<file path="config.mk">
export PLATFORM = sky130hd
export DESIGN_NAME = vc_eject_reasm
export DESIGN_NICKNAME = d
export VERILOG_FILES = /design/src/rtl/ejr_pkg.sv /design/src/rtl/ejr_eject_fifo.sv /design/src/rtl/ejr_bnd_buf.sv /design/src/rtl/ejr_rr_pick.sv /design/src/rtl/vc_eject_reasm.sv
export SDC_FILE = /design/constraint.sdc
export NUM_CORES = 1
export LEC_CHECK = 0
export ABC_CLOCK_PERIOD_IN_PS = 7260
export CELL_PAD_IN_SITES_DETAIL_PLACEMENT = 0
export CELL_PAD_IN_SITES_GLOBAL_PLACEMENT = 1
export CORE_ASPECT_RATIO = 0.75
export CORE_MARGIN = 1.5
export CORE_UTILIZATION = 58
export CTS_CLUSTER_SIZE = 28
export DETAILED_ROUTE_END_ITERATION = 8
export PLACE_DENSITY_LB_ADDON = 0.2
export SLEW_MARGIN = 10
export SYNTH_ARGS = -nofsm -noshare
export SYNTH_HDL_FRONTEND = slang
export SYNTH_SLANG_ARGS = --single-unit
</file>
<file path="constraint.sdc">
create_clock -name clk -period 7.26 [get_ports clk]
set_clock_uncertainty 0.2 [all_clocks]
set_input_delay 0.726 -clock clk [delete_from_list [all_inputs] [get_ports clk]]
set_output_delay 0.726 -clock clk [all_outputs]
set_load 0.02 [all_outputs]
</file>
<file path="src/rtl/ejr_pkg.sv">
package ejr_pkg;
  // Modular increment used by the round-robin search.
  function automatic int wrap_add(input int a, input int b, input int n);
    int s;
    s = a + b;
    if (s >= n) s = s - n;
    return s;
  endfunction
endpackage

</file>
<file path="src/rtl/ejr_eject_fifo.sv">
module ejr_eject_fifo #(
  parameter int W     = 17,
  parameter int DEPTH = 4,
  localparam int AW   = $clog2(DEPTH)
) (
  input  logic         clk,
  input  logic         rst,
  input  logic         wr_en,
  input  logic [W-1:0] wr_data,
  input  logic         rd_en,
  output logic [W-1:0] rd_data,
  output logic         empty,
  output logic         full
);
  localparam logic [AW:0] FULL_CNT = (AW+1)'(DEPTH);

  logic [W-1:0] mem [DEPTH];
  logic [AW:0]  wp, rp;

  assign empty   = (wp == rp);
  assign full    = ((wp - rp) == FULL_CNT);
  assign rd_data = mem[rp[AW-1:0]];

  always_ff @(posedge clk) begin
    if (wr_en && !full) mem[wp[AW-1:0]] <= wr_data;
  end

  always_ff @(posedge clk) begin
    if (rst) begin
      wp <= '0;
      rp <= '0;
    end else begin
      if (wr_en && !full) wp <= wp + 1'b1;
      if (rd_en)          rp <= rp + 1'b1;
    end
  end

  AST_NO_UNDERFLOW: assert property (@(posedge clk) disable iff (rst) rd_en |-> !empty);
endmodule

</file>
<file path="src/rtl/ejr_bnd_buf.sv">
module ejr_bnd_buf #(
  parameter int DW    = 16,
  parameter int DEPTH = 8,
  localparam int AW   = $clog2(DEPTH)
) (
  input  logic          clk,
  input  logic          rst,
  input  logic          wr_en,
  input  logic [DW-1:0] wr_data,
  input  logic          wr_tail,
  input  logic          pop,
  output logic          space,
  output logic          has_pkt,
  output logic [DW-1:0] tail_data
);
  localparam logic [AW:0] FULL_CNT = (AW+1)'(DEPTH);

  logic [DW-1:0] mem  [DEPTH];
  logic [AW:0]   tidx [DEPTH];
  logic [AW:0]   wp, rp, twp, trp, pcnt, occ, tail_ptr;
  logic          add_pkt;

  assign add_pkt   = wr_en && wr_tail;
  assign occ       = wp - rp;
  assign space     = (occ < FULL_CNT);
  assign has_pkt   = (pcnt != '0);
  assign tail_ptr  = tidx[trp[AW-1:0]];
  assign tail_data = mem[tail_ptr[AW-1:0]];

  always_ff @(posedge clk) begin
    if (wr_en)   mem[wp[AW-1:0]]   <= wr_data;
    if (add_pkt) tidx[twp[AW-1:0]] <= wp;
  end

  always_ff @(posedge clk) begin
    if (rst) begin
      wp   <= '0;
      rp   <= '0;
      twp  <= '0;
      trp  <= '0;
      pcnt <= '0;
    end else begin
      if (wr_en)   wp  <= wp + 1'b1;
      if (add_pkt) twp <= twp + 1'b1;
      if (pop) begin
        rp  <= tail_ptr + 1'b1;
        trp <= trp + 1'b1;
      end
      pcnt <= pcnt + {{AW{1'b0}}, add_pkt} - {{AW{1'b0}}, pop};
    end
  end

  AST_BND_ROOM:    assert property (@(posedge clk) disable iff (rst) wr_en |-> (occ < FULL_CNT));
  AST_POP_HAS_PKT: assert property (@(posedge clk) disable iff (rst) pop |-> (pcnt != '0));
endmodule

</file>
<file path="src/rtl/ejr_rr_pick.sv">
module ejr_rr_pick
  import ejr_pkg::*;
#(
  parameter int N   = 4,
  localparam int IW = $clog2(N)
) (
  input  logic          clk,
  input  logic          rst,
  input  logic [N-1:0]  avail,
  input  logic          pop_req,
  output logic [N-1:0]  grant,
  output logic [IW-1:0] grant_idx,
  output logic          found
);
  logic [IW-1:0] ptr_q;

  always_comb begin
    found     = 1'b0;
    grant_idx = ptr_q;
    grant     = '0;
    for (int i = 0; i < N; i++) begin
      if (!found && avail[IW'(wrap_add(int'(ptr_q), i, N))]) begin
        found     = 1'b1;
        grant_idx = IW'(wrap_add(int'(ptr_q), i, N));
      end
    end
    if (pop_req && found) grant[grant_idx] = 1'b1;
  end

  always_ff @(posedge clk) begin
    if (rst) ptr_q <= '0;
    else if (pop_req && found) ptr_q <= IW'(wrap_add(int'(grant_idx), 1, N));
  end

  AST_PTR_HOLD: assert property (@(posedge clk) disable iff (rst) !(pop_req && found) |=> $stable(ptr_q));
  AST_GRANT_ONE: assert property (@(posedge clk) disable iff (rst) (pop_req && |avail) |-> $onehot(grant));
endmodule

</file>
<file path="src/rtl/vc_eject_reasm.sv">
module vc_eject_reasm #(
  parameter int NUM_VC    = 4,
  parameter int DATA_W    = 16,
  parameter int NODE_W    = 4,
  parameter int NODE_ID   = 5,
  parameter int VC_DEPTH  = 4,
  parameter int EJ_DEPTH  = VC_DEPTH,
  parameter int BND_DEPTH = 8,
  localparam int VCW      = $clog2(NUM_VC)
) (
  input  logic              clk,
  input  logic              rst,
  input  logic              in_valid,
  input  logic [DATA_W-1:0] in_data,
  input  logic [VCW-1:0]    in_vc,
  input  logic              in_head,
  input  logic              in_tail,
  input  logic [NODE_W-1:0] in_dest,
  output logic [NUM_VC-1:0] credit,
  input  logic              pop_req,
  output logic              pkt_valid,
  output logic [DATA_W-1:0] pkt_data,
  output logic [VCW-1:0]    pkt_vc,
  output logic              busy,
  output logic              err_overflow,
  output logic              err_dest
);
  localparam logic [NODE_W-1:0] MY_ID = NODE_W'(NODE_ID);

  logic [NUM_VC-1:0] ej_full, ej_empty, xfer, bnd_space, bnd_has, grant;
  logic [DATA_W:0]   ej_out    [NUM_VC];
  logic [DATA_W-1:0] tail_data [NUM_VC];
  logic [VCW-1:0]    gidx;
  logic              found;

  for (genvar v = 0; v < NUM_VC; v++) begin : g_vc
    logic wr_here;
    assign wr_here = in_valid && (in_vc == VCW'(v));
    assign xfer[v] = !ej_empty[v] && bnd_space[v];

    ejr_eject_fifo #(.W(DATA_W + 1), .DEPTH(EJ_DEPTH)) u_ej (
      .clk(clk), .rst(rst),
      .wr_en(wr_here), .wr_data({in_tail, in_data}),
      .rd_en(xfer[v]), .rd_data(ej_out[v]),
      .empty(ej_empty[v]), .full(ej_full[v])
    );

    ejr_bnd_buf #(.DW(DATA_W), .DEPTH(BND_DEPTH)) u_bnd (
      .clk(clk), .rst(rst),
      .wr_en(xfer[v]), .wr_data(ej_out[v][DATA_W-1:0]), .wr_tail(ej_out[v][DATA_W]),
      .pop(grant[v]),
      .space(bnd_space[v]), .has_pkt(bnd_has[v]), .tail_data(tail_data[v])
    );
  end

  ejr_rr_pick #(.N(NUM_VC)) u_rr (
    .clk(clk), .rst(rst), .avail(bnd_has), .pop_req(pop_req),
    .grant(grant), .grant_idx(gidx), .found(found)
  );

  assign credit = xfer;
  assign busy   = |bnd_has;

  always_ff @(posedge clk) begin
    if (rst) begin
      pkt_valid    <= 1'b0;
      pkt_data     <= '0;
      pkt_vc       <= '0;
      err_overflow <= 1'b0;
      err_dest     <= 1'b0;
    end else begin
      pkt_valid <= pop_req && found;
      if (pop_req && found) begin
        pkt_data <= tail_data[gidx];
        pkt_vc   <= gidx;
      end
      err_overflow <= in_valid && ej_full[in_vc];
      err_dest     <= in_valid && in_head && (in_dest != MY_ID);
    end
  end

  AST_POP_SERVES: assert property (@(posedge clk) disable iff (rst) (pop_req && busy) |=> pkt_valid);
  AST_IDLE_POP:   assert property (@(posedge clk) disable iff (rst) (pop_req && !busy) |=> !pkt_valid);
endmodule

</file>
# == Word level (Yosys, flattened, before mapping) ==
# Memory sizes are Yosys's and may differ from the RTL's. A register that Yosys moved wholly into a read port is not among the register bits.
# Index checks and enable logic that the tools add are counted.
# totals
regBits,127
latch_bits,0
ram_bits,912
rom_bits,0
inputBits,28
output_inout_bits,26
memories,12
# op_classes
n_addsub,49
mul,0
div,0
order_cmp,17
n_eq_ne,12
n_shift,0
muxes,73
bitwise,1
n_reduce_logical,41
# mem_list
memory,depth,word_bits,rd,rd_clocked_by_memory_dff,write_ports,line,source
g_vc[0].u_bnd.mem,8,16,1,0,1,ejr_bnd_buf.sv:18,logic [DW-1:0] mem [DEPTH];
g_vc[1].u_bnd.mem,8,16,1,0,1,ejr_bnd_buf.sv:18,
g_vc[2].u_bnd.mem,8,16,1,0,1,ejr_bnd_buf.sv:18,
g_vc[3].u_bnd.mem,8,16,1,0,1,ejr_bnd_buf.sv:18,
g_vc[0].u_ej.mem,4,17,1,1,1,ejr_eject_fifo.sv:17,logic [W-1:0] mem [DEPTH];
g_vc[1].u_ej.mem,4,17,1,1,1,ejr_eject_fifo.sv:17,
+6 memories,-,-,-,-,-,-,
# op_table
op,count
$add 4x1->4 const B,16
$mux 1,38
$mux 2,17
$bmux 16 s2,1
$mux 16,2
$add 3x1->3 const B,8
$logic_and 1x1->1,24
$mux 3,8
$add 4x1->4,4
$lt 2x4->1 const B,4
$lt 4x4->1 const B,4
$reduce_bool 4->1,4
$sub 4x1->4,4
$sub 4x4->4,4
$ge 3x3->1 const B,5
$eq 3x3->1,4
$eq 3x3->1 const B,4
$sub 3x3->3,4
$logic_not 1->1,11
$bmux 1 s2,5
$sub 2x1->2 const B,5
$add 2x1->3 const B,2
$add 2x2->3 const B,2
$lt 2x3->1 const B,2
10 further kinds,11

# == Logic depth before layout (Yosys ltp) ==
# logic_depth
depth_word,22
ltp_mapped,17
ltp_nobuf,15

# == By module ==
# Synthesis repeated with hierarchy kept, for this count alone.
# hier_totals
cells_unflattened,2941
hier_area_um2,43600.6
# modules_own_cells
mod,instances,cells_each,area_per_inst_um2,seq_area_each_um2
ejr_bnd_buf,4,555,7582.3,5225.0
ejr_eject_fifo,4,138,2911.5,2202.1
vc_eject_reasm,1,136,1357.6,420.4
ejr_rr_pick,1,33,267.8,40.0

# == Least setup slack after synthesis ==
# Ideal clock, no wire load.
# synth_path
path_kind,register to register
from,register g_vc[2].u_bnd.wp[1]
to,memory g_vc[2].u_bnd.mem[2][0] (netlist: g_vc[2].u_bnd.mem[1][0]) (enable)
setup_ns,0.436
t_arrival_ns,3.338
setup_slack_ns,3.286
path_stages_with_launch,7
path_buffers,0
period_less_slack_ns,3.974
path_cell_list,dfxtp_1 -> ha_1 -> a21o_1 -> a21oi_1 -> xnor2_1 -> nand2_1 -> nor4b_1
# synth_via
elab_chain_len,5
# synth_lines
item,line,source
"start, declared",ejr_bnd_buf.sv:20,"logic [AW:0] wp, rp, twp, trp, pcnt, occ, tail_ptr;"
"start signal, assigned",ejr_bnd_buf.sv:43,if (wr_en) wp <= wp + 1'b1;
$sub 4x4->4,ejr_bnd_buf.sv:24,assign occ = wp - rp;
$lt 4x4->1,ejr_bnd_buf.sv:25,assign space = (occ < FULL_CNT);
$logic_and 1x1->1,vc_eject_reasm.sv:39,assign xfer[v] = !ej_empty[v] && bnd_space[v];
$mux 1,ejr_bnd_buf.sv:31,if (wr_en) mem[wp[AW-1:0]] <= wr_data;
$mux 1 (implied by the code),ejr_bnd_buf.sv:31,
"end, declared",ejr_bnd_buf.sv:18,
# Parallel ways exist; a longest one is shown, timed or not.

# == Final worst setup path ==
# layout_path
from,register g_vc[0].u_bnd.pcnt[2]
to,register g_vc[3].u_bnd.pcnt[2]
# layout_via
elab_chain_len,20
elab_cells_between_ends,35
classes_between,add/sub: 1; order compare: 2; mux: 23; reduce/logical: 9
# layout_lines
item,line,source
"start, declared",ejr_bnd_buf.sv:20,
"start signal, assigned",ejr_bnd_buf.sv:49,"pcnt <= pcnt + {{AW{1'b0}}, add_pkt} - {{AW{1'b0}}, pop};"
$reduce_bool 4->1 *,ejr_bnd_buf.sv:26,assign has_pkt = (pcnt != '0);
$bmux 1 s2,ejr_rr_pick.sv:22,"if (!found && avail[IW'(wrap_add(int'(ptr_q), i, N))]) begin"
$mux 1 (implied by the code) (2 in a row),ejr_rr_pick.sv:22,
$mux 1,ejr_rr_pick.sv:22,
$logic_not 1->1,ejr_rr_pick.sv:22,
$logic_and 1x1->1,ejr_rr_pick.sv:22,
$mux 1,ejr_rr_pick.sv:22,
$logic_not 1->1,ejr_rr_pick.sv:22,
[... 3 more ...],-,
$logic_and 1x1->1,ejr_rr_pick.sv:22,
$mux 2,ejr_rr_pick.sv:22,
$lt 2x3->1 (implied by the code) or $ge 2x1->1 (tied branches),ejr_rr_pick.sv:27,if (pop_req && found) grant[grant_idx] = 1'b1;
$logic_and 1x1->1 (implied by the code),ejr_rr_pick.sv:27,
$mux 1 (implied by the code),ejr_rr_pick.sv:27,
$demux 1 s2,-,
$mux 4 *,ejr_rr_pick.sv:27,
$sub 4x1->4 *,ejr_bnd_buf.sv:49,
"end signal, assigned",ejr_bnd_buf.sv:49,
"end, declared",ejr_bnd_buf.sv:20,
# Every way passes the cells marked *; elsewhere a longest branch is shown, timed or not. The select of a mux whose other input is x is not followed.
# A chain may end at the register's enable or synchronous reset.

==> results.txt <==
- Ports: 54
* Worst IR drop on VDD: 0.212 mV
- The worst setup path is of the register to register kind.
* Sequential area share after synthesis: 72.1%
- After detailed placement, the total cell area comes to 0.0435 mm^2.
- The library cells used most frequently in the layout, excluding fill and tap cells, are sky130_fd_sc_hd__edfxtp_1 (912), sky130_fd_sc_hd__mux2i_1 (286), sky130_fd_sc_hd__dfxtp_1 (139), sky130_fd_sc_hd__nor2_1 (127), sky130_fd_sc_hd__clkbuf_16 (102).
- Final weighted congestion in routability-driven placement: 0.814
- Number of antenna diodes: 0
- Number of global-route vias before repair: 21,800
- For this run the aggregate overflow at the end of global routing stands at 0.
- Slew Limit Headroom: 10.4%
- Die Area: 0.0738 mm^2
- Crit share post-route: 69.8%
- The post-route netlist has 15.0% of its cells at a drive strength greater than 1.
* Setup repair after global routing missed its margin: no
* Required time worst endpoint: 7.58 ns
- Detailed routing placed a total of 5490 um of wire on met3.
- Initial antenna violation count: 2
- The flow ran to the end, and the final reports show no timing, DRC or antenna violations.
- After synthesis, the largest family of logic cells by area is multiplexers.
* R2R Path Start: g_vc[0].u_bnd.pcnt[2]
- Number of nets in the finished design: 2,642
- Total of cells resized after clock tree synthesis: 0
- Slowest library cell on the worst path: sky130_fd_sc_hd__o21ai_0
* Number of different library cells in the post-synthesis netlist: 62
- STA classifies the critical path startpoint as a register.
- Total core area: 0.0716 mm^2
* Compound-gate portion of the synthesized area: 3.21%
- The finished layout holds 3,582 standard cells, fillers aside.
- The biggest area contributor in the post-synthesis netlist is sky130_fd_sc_hd__edfxtp_1.
- For this run, design rule violations remaining after detail routing come to 0.
* Vias per cell: 6.04
* # H-tree levels: 3
- TritonCTS clock tree: done
* Share of synthesized flip-flops with an asynchronous set or reset: 0%
- Setup violations remaining at the end of the flow were counted as 0.
- The number of max-slew violations in the final report was 0.
- In the synthesized netlist the dominant register cell turns out to be sky130_fd_sc_hd__edfxtp_1.
- Data on the critical path arrives at its endpoint at 5.38 ns.
- Dividing the detail-routed wire length by the instance count gives 25.5 um.
- Commonest non-fill, non-tap cell in the layout: sky130_fd_sc_hd__edfxtp_1
* Xor/xnor cell area share of the yosys netlist: 1.57%
- Post-Syn Nets: 2,553
- Hold Buf Count CTS: 0
- Met1 wire length: 42,000 um
* Final wirelength: 91,500 um
- 1st-pass router iterations: 6
- Synthesized-area fraction occupied by adder cells: 2.28%
- The synthesized design devotes to its leading area cell type 65.4% of total area.
* Clock slew at the register clock pins of the worst setup and hold paths: 0.06 ns
- The area growth from synthesis to layout is 12.0%.
- Routed signal wires occupy layers up through met5.
- Die width: 313 um
* Area of the mapped netlist: 0.0419 mm^2
* Sinks on Clock Net: 1,051
- Critical-path cell list: inv_1 > ha_1 > nor3b_1 > a21oi_1 > o21ai_0 > nand2_1 > or3_1 > nand2_1 > ha_1 > inv_1 > fa_1 > xor2_1 > nor2_1
- In this run the static leakage power is 16.1 nW.
- Clock tree synthesis selected as its root buffer the cell sky130_fd_sc_hd__clkbuf_16.
* FP Rows: 85
- Entering global routing, the biggest net connects 77 pins.
- The initial utilization of the core area, before any placement, comes to 58.5%.
- By area the synthesized netlist is led by sky130_fd_sc_hd__edfxtp_1 (65%), sky130_fd_sc_hd__mux2i_1 (6.9%), sky130_fd_sc_hd__dfxtp_1 (6.6%).
* Transition time of the tightest slew-check pin: 1.33 ns
* Hold path startpoint: g_vc[1].u_bnd.rp[1]
- Sum Neg Setup Slack: 0 ns
- Counting flops with a built-in enable in the synthesized netlist gives 912.
- The worst setup path is captured at a register.
* Maximum fanout along the worst path: 18
- During placement, the flow inserted port buffers numbering 53.
- Insertion delay of the later-clocked pin in the worst-skew pair: 0.66 ns
- Average cell area after synthesis: 17.1 um^2
- Met2 wirelength from detailed routing: 42,100 um
- Synthesis produced a netlist whose cell count is 2,451.
- The hold violation count in the final report came to 0.
- Detailed placement finished with a half-perimeter wire length of 58,100 um.
- In this run the remaining antenna-violating nets after routing total 0.
- Post-Layout Inst Area: 0.0469 mm^2
* Highest cell delay on the worst timing path: 1.06 ns
* Type of the most critical hold path: register to register
* Fraction of synthesized area in multiplexers: 14.0%
- Counting both buffers and inverters, the worst setup path holds a total of 2.
- The first global-routing pass estimated 138,000 um of wire.
- After detailed placement, the design holds a cell count of 3,396.
- Total power density per cell area: 384 mW/mm^2
* Simple-gate share of the synthesized area: 4.93%
- The die is 236 um tall.
- No sink is reached through more buffers than the 3 on the longest clock path.
- CP delay by family, top: simple AND/OR/NAND/NOR gates
- Worst setup startpoint: g_vc[0].u_bnd.pcnt[2]
- Iter 0 DRT Violations: 1,878
- Via count of the routed design: 21,600
- Yosys printed 0 warnings.
* Max frequency: 0.197 GHz
* Overall Global Routing Usage: 25.2%
- Min Tclk post-route: 5.07 ns
- Number of max-capacitance violations reported: 0
- Once the clock tree was built, the setup fixing pass inserted 0 buffers.
* Number of register bits inferred by synthesis: 1,051
- Buffers inserted during clock tree synthesis total 98.
-- worst min-delay path, stage by stage (launching register included) --
cell,delay [ns]
sky130_fd_sc_hd__dfxtp_1,0.31
sky130_fd_sc_hd__nand2_1,0.05
sky130_fd_sc_hd__a21oi_1,0.05
-- stage by stage --
stage | power, mW | util, % | hold slack (ns) | worst slack (ns)
6_report | 18.0 | 65.5 | 0.257 | 2.19
3_5_place_dp | 12.8 | 60.8 | 0.248 | 2.40
5_1_grt | 18.7 | 65.5 | 0.285 | 2.05
3_3_place_gp | 12.7 | 60.8 | 0.244 | 2.42
4_1_cts | 18.1 | 65.5 | 0.257 | 2.36
2_1_floorplan | 11.2 | - | 0.232 | 3.29
-- report_power, final --
| part | total, mW | internal [mW] | switching [mW] |
|---|---|---|---|
| sequential | 7.63 | 7.31 | 0.312 |
| clock | 5.24 | 3.04 | 2.21 |
| combinational | 5.11 | 1.93 | 3.19 |
-- cells in the mapped netlist (all sizes together), types with 39 or more instances --
cell type / count
nor2: 130
nand2: 90
mux4: 101
mux2i: 296
a21oi: 70
dfxtp: 139
mux2: 49
edfxtp: 912
nor3: 39
inv: 58
clkbuf: 50
ha: 70
xnor2: 50
buf: 65
-- per-layer routing --
metal | global-route usage [%] | up-vias
met5 | 0 | -
met4 | 6.00 | 2
met3 | 3.76 | 133
met2 | 38.7 | 637
met1 | 38.4 | 11200
li1 | - | 9675
-- sequential cells by signal (all words and copies together), names as in the netlist, 2 cells and up, named ones only --
signal / cells
g_vc.u_bnd.mem: 512
g_vc.u_ej.mem: 272
g_vc.u_bnd.tidx: 128
g_vc.u_bnd.pcnt: 16
g_vc.u_bnd.rp: 16
g_vc.u_bnd.wp: 16
pkt_data: 16
g_vc.u_bnd.trp: 12
g_vc.u_bnd.twp: 12
g_vc.u_ej.rp: 12
g_vc.u_ej.wp: 12
pkt_vc: 2
u_rr.ptr_q: 2
-- cell type report --
| cell class | instances | area [um^2] |
|---|---|---|
| inverters | 62 | 233 |
| multi-input cells | 1223 | 11000 |
| well taps | 957 | 1200 |
| clock inverters | 55 | 559 |
| fillers | 4869 | 24700 |
| flip-flops and latches | 1051 | 30200 |
| repair buffers | 104 | 918 |
| clock buffers | 130 | 2760 |
-- worst paths after layout --
kind,end,slack [ns],cells past startpoint
worst min register to register,g_vc[1].u_bnd.rp[1],0.26,2
worst max-delay path,g_vc[3].u_bnd.pcnt[2],2.19,13
worst min-delay path,g_vc[1].u_bnd.rp[1],0.26,2
worst max register to register,g_vc[3].u_bnd.pcnt[2],2.19,13
-- kinds of logic (layout without fill, tap and decap cells) --
| family | Yosys count | after routing |
|---|---|---|
| AO/OA/AOI/OAI | 215 | 215 |
| XOR/XNOR | 75 | 75 |
| adder cells (fa/ha/maj) | 74 | 74 |
| buffers and inverters | 177 | 351 |
| flip-flops | 1051 | 1051 |
| multiplexers | 446 | 446 |
| AND/OR/NAND/NOR | 413 | 413 |
Power figures use the tool's default switching activity.
